$ cat config.mk
export PLATFORM = sky130hd
export DESIGN_NAME = scl_timing_gen
export DESIGN_NICKNAME = d
export VERILOG_FILES = /design/src/rtl/scl_timing_pkg.sv /design/src/rtl/scl_tick_div.sv /design/src/rtl/scl_cfg_shadow.sv /design/src/rtl/scl_phase_fsm.sv /design/src/rtl/scl_timing_gen.sv
export SDC_FILE = /design/constraint.sdc
export NUM_CORES = 1
export LEC_CHECK = 0
export BUFFER_PORTS_ARGS = -buffer_cell sky130_fd_sc_hd__buf_4
export CAP_MARGIN = 10
export CORE_ASPECT_RATIO = 0.9
export CORE_MARGIN = 2
export CORE_UTILIZATION = 35
export DETAILED_ROUTE_END_ITERATION = 8
export PLACE_DENSITY = 0.61
export SKIP_LAST_GASP = 1
export SYNTH_ARGS = -nofsm -noshare
export SYNTH_HDL_FRONTEND = slang
export SYNTH_SLANG_ARGS = --single-unit
$ cat constraint.sdc
create_clock -name clk -period 8.1 [get_ports clk]
set_input_delay 0.81 -clock clk [delete_from_list [all_inputs] [get_ports clk]]
set_output_delay 0.81 -clock clk [all_outputs]
set_load 0.02 [all_outputs]
$ cat src/rtl/scl_timing_pkg.sv
package scl_timing_pkg;

  typedef enum logic [1:0] {
    PH_IDLE = 2'd0,
    PH_LOW  = 2'd1,
    PH_HIGH = 2'd2
  } scl_phase_e;

endpackage

$ cat src/rtl/scl_tick_div.sv
// Prescaler: one base tick every D source cycles while running.
module scl_tick_div #(
  parameter int DIV_W = 8
) (
  input  logic             clk,
  input  logic             rst,
  input  logic             clr_i,
  input  logic             run_i,
  input  logic [DIV_W-1:0] div_i,
  output logic             tick_o,
  output logic             at_zero_o
);

  logic [DIV_W-1:0] pc_q;
  logic             last;

  assign last      = (pc_q == div_i - DIV_W'(1));
  assign tick_o    = run_i && last;
  assign at_zero_o = (pc_q == '0);

  always_ff @(posedge clk) begin
    if (rst || clr_i) begin
      pc_q <= '0;
    end else if (run_i) begin
      pc_q <= last ? '0 : pc_q + DIV_W'(1);
    end
  end

endmodule

$ cat src/rtl/scl_cfg_shadow.sv
// Captures divider and counts at start; derives effective values.
module scl_cfg_shadow #(
  parameter int DIV_W = 8,
  parameter int CNT_W = 10
) (
  input  logic               clk,
  input  logic               rst,
  input  logic               load_i,
  input  logic [DIV_W-1:0]   div_i,
  input  logic [3*CNT_W-1:0] cfg_i,
  output logic [DIV_W-1:0]   div_o,
  output logic [CNT_W-1:0]   high_o,
  output logic [CNT_W-1:0]   low_o
);

  localparam int SUM_W = CNT_W + 1;

  logic [CNT_W-1:0] raw_hi, raw_lo, raw_per;
  logic [CNT_W-1:0] hi_eff, lo_eff, lo_pad;
  logic [DIV_W-1:0] div_eff;
  logic [SUM_W-1:0] used;

  assign raw_hi  = cfg_i[3*CNT_W-1:2*CNT_W];
  assign raw_lo  = cfg_i[2*CNT_W-1:CNT_W];
  assign raw_per = cfg_i[CNT_W-1:0];

  assign div_eff = (div_i  == '0) ? DIV_W'(1) : div_i;
  assign hi_eff  = (raw_hi == '0) ? CNT_W'(1) : raw_hi;
  assign lo_eff  = (raw_lo == '0) ? CNT_W'(1) : raw_lo;
  assign used    = SUM_W'(hi_eff) + SUM_W'(lo_eff);

  // Unused part of the period is added to the low phase.
  always_comb begin
    if (SUM_W'(raw_per) > used) lo_pad = raw_per - hi_eff;
    else                        lo_pad = lo_eff;
  end

  always_ff @(posedge clk) begin
    if (rst) begin
      div_o  <= DIV_W'(1);
      high_o <= CNT_W'(1);
      low_o  <= CNT_W'(1);
    end else if (load_i) begin
      div_o  <= div_eff;
      high_o <= hi_eff;
      low_o  <= lo_pad;
    end
  end

endmodule

$ cat src/rtl/scl_phase_fsm.sv
// Phase sequencing, stretch gating and mid-phase strobes.
module scl_phase_fsm
  import scl_timing_pkg::*;
#(
  parameter int CNT_W = 10
) (
  input  logic             clk,
  input  logic             rst,
  input  logic             en_i,
  input  logic             tick_i,
  input  logic             at_zero_i,
  input  logic             scl_in_i,
  input  logic [CNT_W-1:0] high_i,
  input  logic [CNT_W-1:0] low_i,
  output scl_phase_e       phase_o,
  output logic             run_o,
  output logic             chg_o,
  output logic             smp_o
);

  scl_phase_e       ph_q;
  logic [CNT_W-1:0] cnt_q;
  logic             lo_end, hi_end, chg_d, smp_d;

  assign phase_o = ph_q;
  // High phase counts only while the line reads high.
  assign run_o   = (ph_q == PH_LOW) || ((ph_q == PH_HIGH) && scl_in_i);
  assign lo_end  = (cnt_q == low_i  - CNT_W'(1));
  assign hi_end  = (cnt_q == high_i - CNT_W'(1));
  assign chg_d   = (ph_q == PH_LOW)  && at_zero_i && (cnt_q == (low_i  >> 1));
  assign smp_d   = (ph_q == PH_HIGH) && scl_in_i && at_zero_i &&
                   (cnt_q == (high_i >> 1));

  always_ff @(posedge clk) begin
    if (rst || !en_i) begin
      ph_q  <= PH_IDLE;
      cnt_q <= '0;
      chg_o <= 1'b0;
      smp_o <= 1'b0;
    end else begin
      chg_o <= chg_d;
      smp_o <= smp_d;
      case (ph_q)
        PH_IDLE: begin
          ph_q  <= PH_LOW;
          cnt_q <= '0;
        end
        PH_LOW: if (tick_i) begin
          if (lo_end) begin
            ph_q  <= PH_HIGH;
            cnt_q <= '0;
          end else begin
            cnt_q <= cnt_q + CNT_W'(1);
          end
        end
        PH_HIGH: if (tick_i) begin
          if (hi_end) begin
            ph_q  <= PH_LOW;
            cnt_q <= '0;
          end else begin
            cnt_q <= cnt_q + CNT_W'(1);
          end
        end
        default: begin
          ph_q  <= PH_IDLE;
          cnt_q <= '0;
        end
      endcase
    end
  end

endmodule

$ cat src/rtl/scl_timing_gen.sv
module scl_timing_gen
  import scl_timing_pkg::*;
#(
  parameter int DIV_W = 8,
  parameter int CNT_W = 10
) (
  input  logic               clk,
  input  logic               rst,
  input  logic               en_i,
  input  logic [DIV_W-1:0]   div_i,
  input  logic [3*CNT_W-1:0] cfg_i,
  input  logic               scl_in_i,
  output logic               scl_oe_o,
  output logic               chg_stb_o,
  output logic               smp_stb_o
);

  scl_phase_e       phase_q;
  logic [DIV_W-1:0] sh_div;
  logic [CNT_W-1:0] sh_high, sh_low;
  logic             run, tick, at_zero, load;

  assign load = en_i && (phase_q == PH_IDLE);

  scl_cfg_shadow #(.DIV_W(DIV_W), .CNT_W(CNT_W)) u_shadow (
    .clk(clk), .rst(rst), .load_i(load), .div_i(div_i), .cfg_i(cfg_i),
    .div_o(sh_div), .high_o(sh_high), .low_o(sh_low)
  );

  scl_tick_div #(.DIV_W(DIV_W)) u_div (
    .clk(clk), .rst(rst), .clr_i(phase_q == PH_IDLE), .run_i(run),
    .div_i(sh_div), .tick_o(tick), .at_zero_o(at_zero)
  );

  scl_phase_fsm #(.CNT_W(CNT_W)) u_fsm (
    .clk(clk), .rst(rst), .en_i(en_i), .tick_i(tick), .at_zero_i(at_zero),
    .scl_in_i(scl_in_i), .high_i(sh_high), .low_i(sh_low),
    .phase_o(phase_q), .run_o(run), .chg_o(chg_stb_o), .smp_o(smp_stb_o)
  );

  assign scl_oe_o = (phase_q == PH_LOW);

endmodule

## Yosys cells after proc, flatten, opt, wreduce, memory -nomap -nowiden

Cells that the tools add are included.

| word-level totals | value |
|---|---|
| flip-flop bits (word level) | 50 |
| word-level logic and storage cells | 60 |
| output and inout port bits | 3 |
| input port bits | 42 |

| operators by class | value |
|---|---|
| eq/ne operators | 11 |
| add/subtract/negate cells | 7 |
| mux-type cells | 15 |
| magnitude comparators | 1 |
| reduce and logical (&&, ||, !) cells | 18 |

Operators by type and width:

| cell | number |
|---|---|
| $mux 10 | 7 |
| $eq 10x10->1 | 2 |
| $eq 10x9->1 | 2 |
| $logic_not 10->1 | 2 |
| $pmux 10 s2 | 1 |
| $sub 10x1->10 const B | 2 |
| $logic_not 8->1 | 2 |
| $mux 8 | 2 |
| $add 10x10->11 | 1 |
| $gt 10x11->1 | 1 |
| $add 10x1->10 const B | 1 |
| $sub 10x10->10 | 1 |
| $add 8x1->8 const B | 1 |
| $eq 8x8->1 | 1 |
| $mux 2 | 4 |
| $sub 8x1->8 const B | 1 |
| $logic_and 1x1->1 | 7 |
| $ne 2x1->1 const B | 3 |
| $pmux 2 s3 | 1 |
| $reduce_and 4->1 | 1 |
| $logic_or 1x1->1 | 3 |
| $eq 2x1->1 const B | 1 |
| $eq 2x2->1 const B | 1 |
| $logic_not 2->1 | 1 |
| 3 further kinds | 3 |

## Longest topological paths before layout

| depth | value |
|---|---|
| depth in word-level cells | 6 |
| mapped depth | 19 |
| gate-level depth less buffers | 18 |

## Modules after synthesis

From an unflattened synthesis, not the netlist that was laid out.

| second synthesis, totals | value |
|---|---|
| cell total of the unflattened synthesis | 604 |
| area, all modules | 4845.9 sq um |

Modules (own cells, without submodules):

| module | cells each | area an instance (sq um) | seq. area each (sq um) | instances |
|---|---|---|---|---|
| scl_cfg_shadow | 277 | 2289.7 | 560.5 | 1 |
| scl_phase_fsm | 238 | 1775.5 | 280.3 | 1 |
| scl_tick_div | 86 | 758.2 | 160.2 | 1 |
| scl_timing_gen | 3 | 22.5 | 0.0 | 1 |

## Least setup slack after synthesis

Ideal clock, no wire load.

| timing path | value |
|---|---|
| kind | input-to-reg |
| start point | input port cfg_i[27] |
| end point | register u_shadow.low_o[2] |
| buffers on the path | 1 |
| path slack | 3781 ps |
| data required time | 7967 ps |
| arrival time | 4186 ps |
| stages on the path | 17 |
| library setup time | 133 ps |
| cell sequence | nor4_1 a41o_1 ha_1 fa_1 a21o_1 a21oi_1 nand2b_1 a2111oi_0 nor2_1 xor2_1 ha_1 nand4_1 a211oi_1 o311ai_1 buf_2 mux2i_1 a21oi_1 |

| between the ends | value |
|---|---|
| cells in the longest elaborated chain, start to end | 5 |
| elaborated cells on any way between the ends | 6 |
| classes of those cells | 2 x add/sub; 1 x order compare; 2 x mux; 1 x reduce/logical |

Ends and longest elaborated chain:

| what | RTL line | text |
|---|---|---|
| start: declaration | scl_timing_gen.sv:11 | `input logic [3*CNT_W-1:0] cfg_i,` |
| $logic_not 10->1 (*) | scl_cfg_shadow.sv:28 | `assign hi_eff = (raw_hi == '0) ? CNT_W'(1) : raw_hi;` |
| $mux 10 (*) | scl_cfg_shadow.sv:28 |  |
| net u_shadow.hi_eff[0] | scl_cfg_shadow.sv:19 | `logic [CNT_W-1:0] hi_eff, lo_eff, lo_pad;` |
| $add 10x10->11 | scl_cfg_shadow.sv:30 | `assign used = SUM_W'(hi_eff) + SUM_W'(lo_eff);` |
| $gt 10x11->1 | scl_cfg_shadow.sv:34 | `if (SUM_W'(raw_per) > used) lo_pad = raw_per - hi_eff;` |
| $mux 10 (*) | scl_cfg_shadow.sv:34 |  |
| end signal: assignment | scl_cfg_shadow.sv:46 | `low_o <= lo_pad;` |
| end: declaration | scl_cfg_shadow.sv:13 | `output logic [CNT_W-1:0] low_o` |

Mark *: on every way through the listed nets, which the timed path passes. The rest lies on a longest branch.
A chain may end at the register's enable or synchronous reset.

## Final worst setup path

| timing path | value |
|---|---|
| start point | input port cfg_i[27] |
| end point | register u_shadow.low_o[7] |

Same word-level chain as after synthesis.

==> impl_metrics.env <==
export IMPL_critPathArrivalTime_ns=5.05
export IMPL_start_util=0.362
export IMPL_p_leak_nw=1.95
export IMPL_p_clk_frac=0.273
export IMPL_grt_use_total=0.171
export IMPL_netlist_area_um2=4380
export IMPL_cts_buffers=5
export IMPL_cell_internal_pwr_mw=0.515
export IMPL_antenna_left=0
export IMPL_post_cts_buffers=0
export IMPL_ys_ff_latch=50
export IMPL_hold_violations=0
export IMPL_whs_ns=0.474
export IMPL_crit_start="cfg_i[27]"
export IMPL_drt_iter0_drc=198
export IMPL_io_pins=45
export IMPL_dp_hpwl_mm=8.47
export IMPL_required_ns=8.30
export IMPL_drc_errors=0
export IMPL_cts_root_buffer="clkbuf_16"
export IMPL_swShare=0.346
export IMPL_ys_top_cells_by_area="dfxtp_1 (23%), ha_1 (11%), xnor2_1 (11%)"
export IMPL_min_path_cells=2
export IMPL_cts_sinks=50
export IMPL_worstHoldPathType="reg2reg"
export IMPL_clock_path_buffers=2
export IMPL_ys_types=59
export IMPL_tns_ns=0
export IMPL_skew_ns=0.00757
export IMPL_power_density_nw_per_um2=162
export IMPL_vias=3850
export IMPL_slew_violations=0
export IMPL_path_class="in2reg"
export IMPL_synth_top_area_frac=0.228
export IMPL_ys_dominant_reg_cell="dfxtp_1"
export IMPL_area_growth_pct=11.2
export IMPL_drv_cap=0
export IMPL_period_needed_ns=4.84
export IMPL_p_sw_mw=0.273
export IMPL_crit_path_start_kind="input pin"
export IMPL_die_h_um=110
export IMPL_rrSetupSlack_ns=5.34
export IMPL_die_w_um=122
export IMPL_clk_insertion_delay_late_ns=0.29
export IMPL_grt_pass1_vias=3730
export IMPL_layout_drive_gt1_share=0.117
export IMPL_ys_seq_area_frac=0.228
export IMPL_htree_levels=2
export IMPL_port_buffers=44
export IMPL_cts_tree="yes"
export IMPL_grt_start_max_net_pins=39
export IMPL_synth_nets=651
export IMPL_diodes=0
export IMPL_antenna_found_initial=0
export IMPL_cp_max_fo=13
export IMPL_r2r_cells=8
export IMPL_fillers=1235
export IMPL_synth_top_cell_by_area="dfxtp_1"
export IMPL_grt_overflow=0
export IMPL_p_comb_frac=0.358
export IMPL_reg2reg_from="u_shadow.high_o[2]"
export IMPL_ys_warn_count=0
export IMPL_die_area_um2=13400
export IMPL_dr_pass1_iters=4
export IMPL_grt_pass1_wl_mm=18.4
export IMPL_endpoint_kind="flip-flop"
export IMPL_synth_cells=568
export IMPL_setup_viol_count_final=0
export IMPL_synthArstFlopShare=0
export IMPL_rsz0062_at_grt="false"
export IMPL_slew_headroom=0.256
export IMPL_synth_edf_count=0
export IMPL_cts_hold_buffers=0
export IMPL_finalCritPeriodShare=0.598
export IMPL_syn_area_per_cell_um2=7.72
export IMPL_placeableCoreArea_um2=12100
export IMPL_min_to="u_shadow.div_o[7]"
export IMPL_wirelength_mm=10.7
export IMPL_peakVddDrop_uv=77.8
export IMPL_worstMarginPinSlew_ns=1.11
export IMPL_cts_resized=0
export IMPL_seqPwrFrac=0.369
export IMPL_status="completed"
export IMPL_fmaxAchievable_ghz=0.206
export IMPL_wire_per_inst_um=14.7
export IMPL_r2r_end="u_fsm.cnt_q[3]"
export IMPL_nets=653
export IMPL_clkTransAtPathRegs_ns=0.07
export IMPL_viasPerCell=5.27
export IMPL_gp_congestion=0.898
export IMPL_fp_row_count=38
export IMPL_hp_start="u_shadow.div_o[7]"
==> worst max-delay path, stage by stage <==
cell	delay (ns)
buf_4	0.13
nor4_1	0.33
a41o_1	0.30
ha_1	0.21
fa_1	0.21
a21o_1	0.11
a21oi_1	0.09
nand2b_1	0.16
a2111oi_0	0.54
nor2_1	0.11
xor2_1	0.17
ha_1	0.29
nand4_1	0.13
a211oi_1	0.07
o311ai_2	0.95
mux2i_1	0.18
a211oi_1	0.26
==> power by group through the flow <==
stage	Sequential [mW]	Clock [mW]	Combinational (mW)
after detailed placement	0.296	0	0.280
final	0.290	0.215	0.282
after global placement	0.295	0	0.275
after floorplan	0.282	0	0.226
after global routing	0.294	0.230	0.316
after CTS	0.290	0.220	0.282
==> registers in the layout (all words and copies together), names as in the netlist <==
register,cells
u_div.pc_q,8
u_fsm.chg_o,1
u_fsm.cnt_q,10
u_fsm.phase_o,2
u_fsm.smp_o,1
u_shadow.div_o,8
u_shadow.high_o,10
u_shadow.low_o,10
==> layout by cell type, fill, tap and decap left out, types with 18 or more instances in the layout <==
cell type,synthesis,layout
nand2_1,60,60
a21oi_1,38,38
inv_1,31,31
buf_4,0,45
nor2_1,37,37
xnor2_1,54,54
dfxtp_1,50,50
o21ai_0,18,18
xor2_1,26,26
ha_1,39,39
==> layer usage <==
metal,routed length (um),part of all wire,up-vias,track usage
met4,165,0.015,0,0.0443
met1,5440,0.51,1805,0.242
met3,388,0.036,11,0.0273
met2,4730,0.44,74,0.272
met5,0,0,-,0
li1,-,-,1960,-
==> final cells by class <==
| class | instances | area [um2] | share of cell area |
|---|---|---|---|
| flip-flops and latches | 50 | 1000 | 0.205 |
| multi-input cells | 437 | 3070 | 0.629 |
| clock inverters | 2 | 12.5 | 0.00257 |
| well taps | 160 | 200 | 0.0411 |
| inverters | 31 | 116 | 0.0239 |
| clock buffers | 6 | 139 | 0.0285 |
| repair buffers | 45 | 338 | 0.0693 |
==> through the flow <==
stage	cells	instance area (um2)	util	setup slack (ns)	power (mW)
floorplan	568	4380	-	3.78	0.509
global placement	723	4720	0.389	3.09	0.570
detailed placement	723	4720	0.389	3.00	0.575
CTS	731	4870	0.402	3.30	0.791
global route	731	4870	0.402	3.01	0.840
finish	731	4870	0.402	3.26	0.787
==> how the worst max path moves through the flow <==
stage	end	slack (ns)	cells past startpoint
3_3_place_gp	u_shadow.low_o[7]	3.09	17
2_1_floorplan	u_shadow.low_o[2]	3.78	17
5_1_grt	u_shadow.low_o[8]	3.01	17
6_report	u_shadow.low_o[7]	3.26	17
4_1_cts	u_shadow.low_o[7]	3.30	17
3_5_place_dp	u_shadow.low_o[7]	3.00	17
==> cell usage after synthesis (14+ instances only) <==
library cell   n
dfxtp_1       50
nor3_1        17
nand3_1       14
clkbuf_1      42
o21ai_0       18
xnor2_1       54
a21oi_1       38
nand2_1       60
inv_1         31
nor2_1        37
xor2_1        26
ha_1          39
==> cell families (layout without fill, tap and decap cells) <==
family,Yosys count,in the layout,synth area share
simple gates,195,195,0.222
compound gates,111,111,0.173
buf+inv,81,84,0.0739
xor+xnor,80,80,0.160
flops,50,50,0.228
fa+ha+maj,41,41,0.120
mux,10,10,0.0231
(Power assumes the default switching activity.)
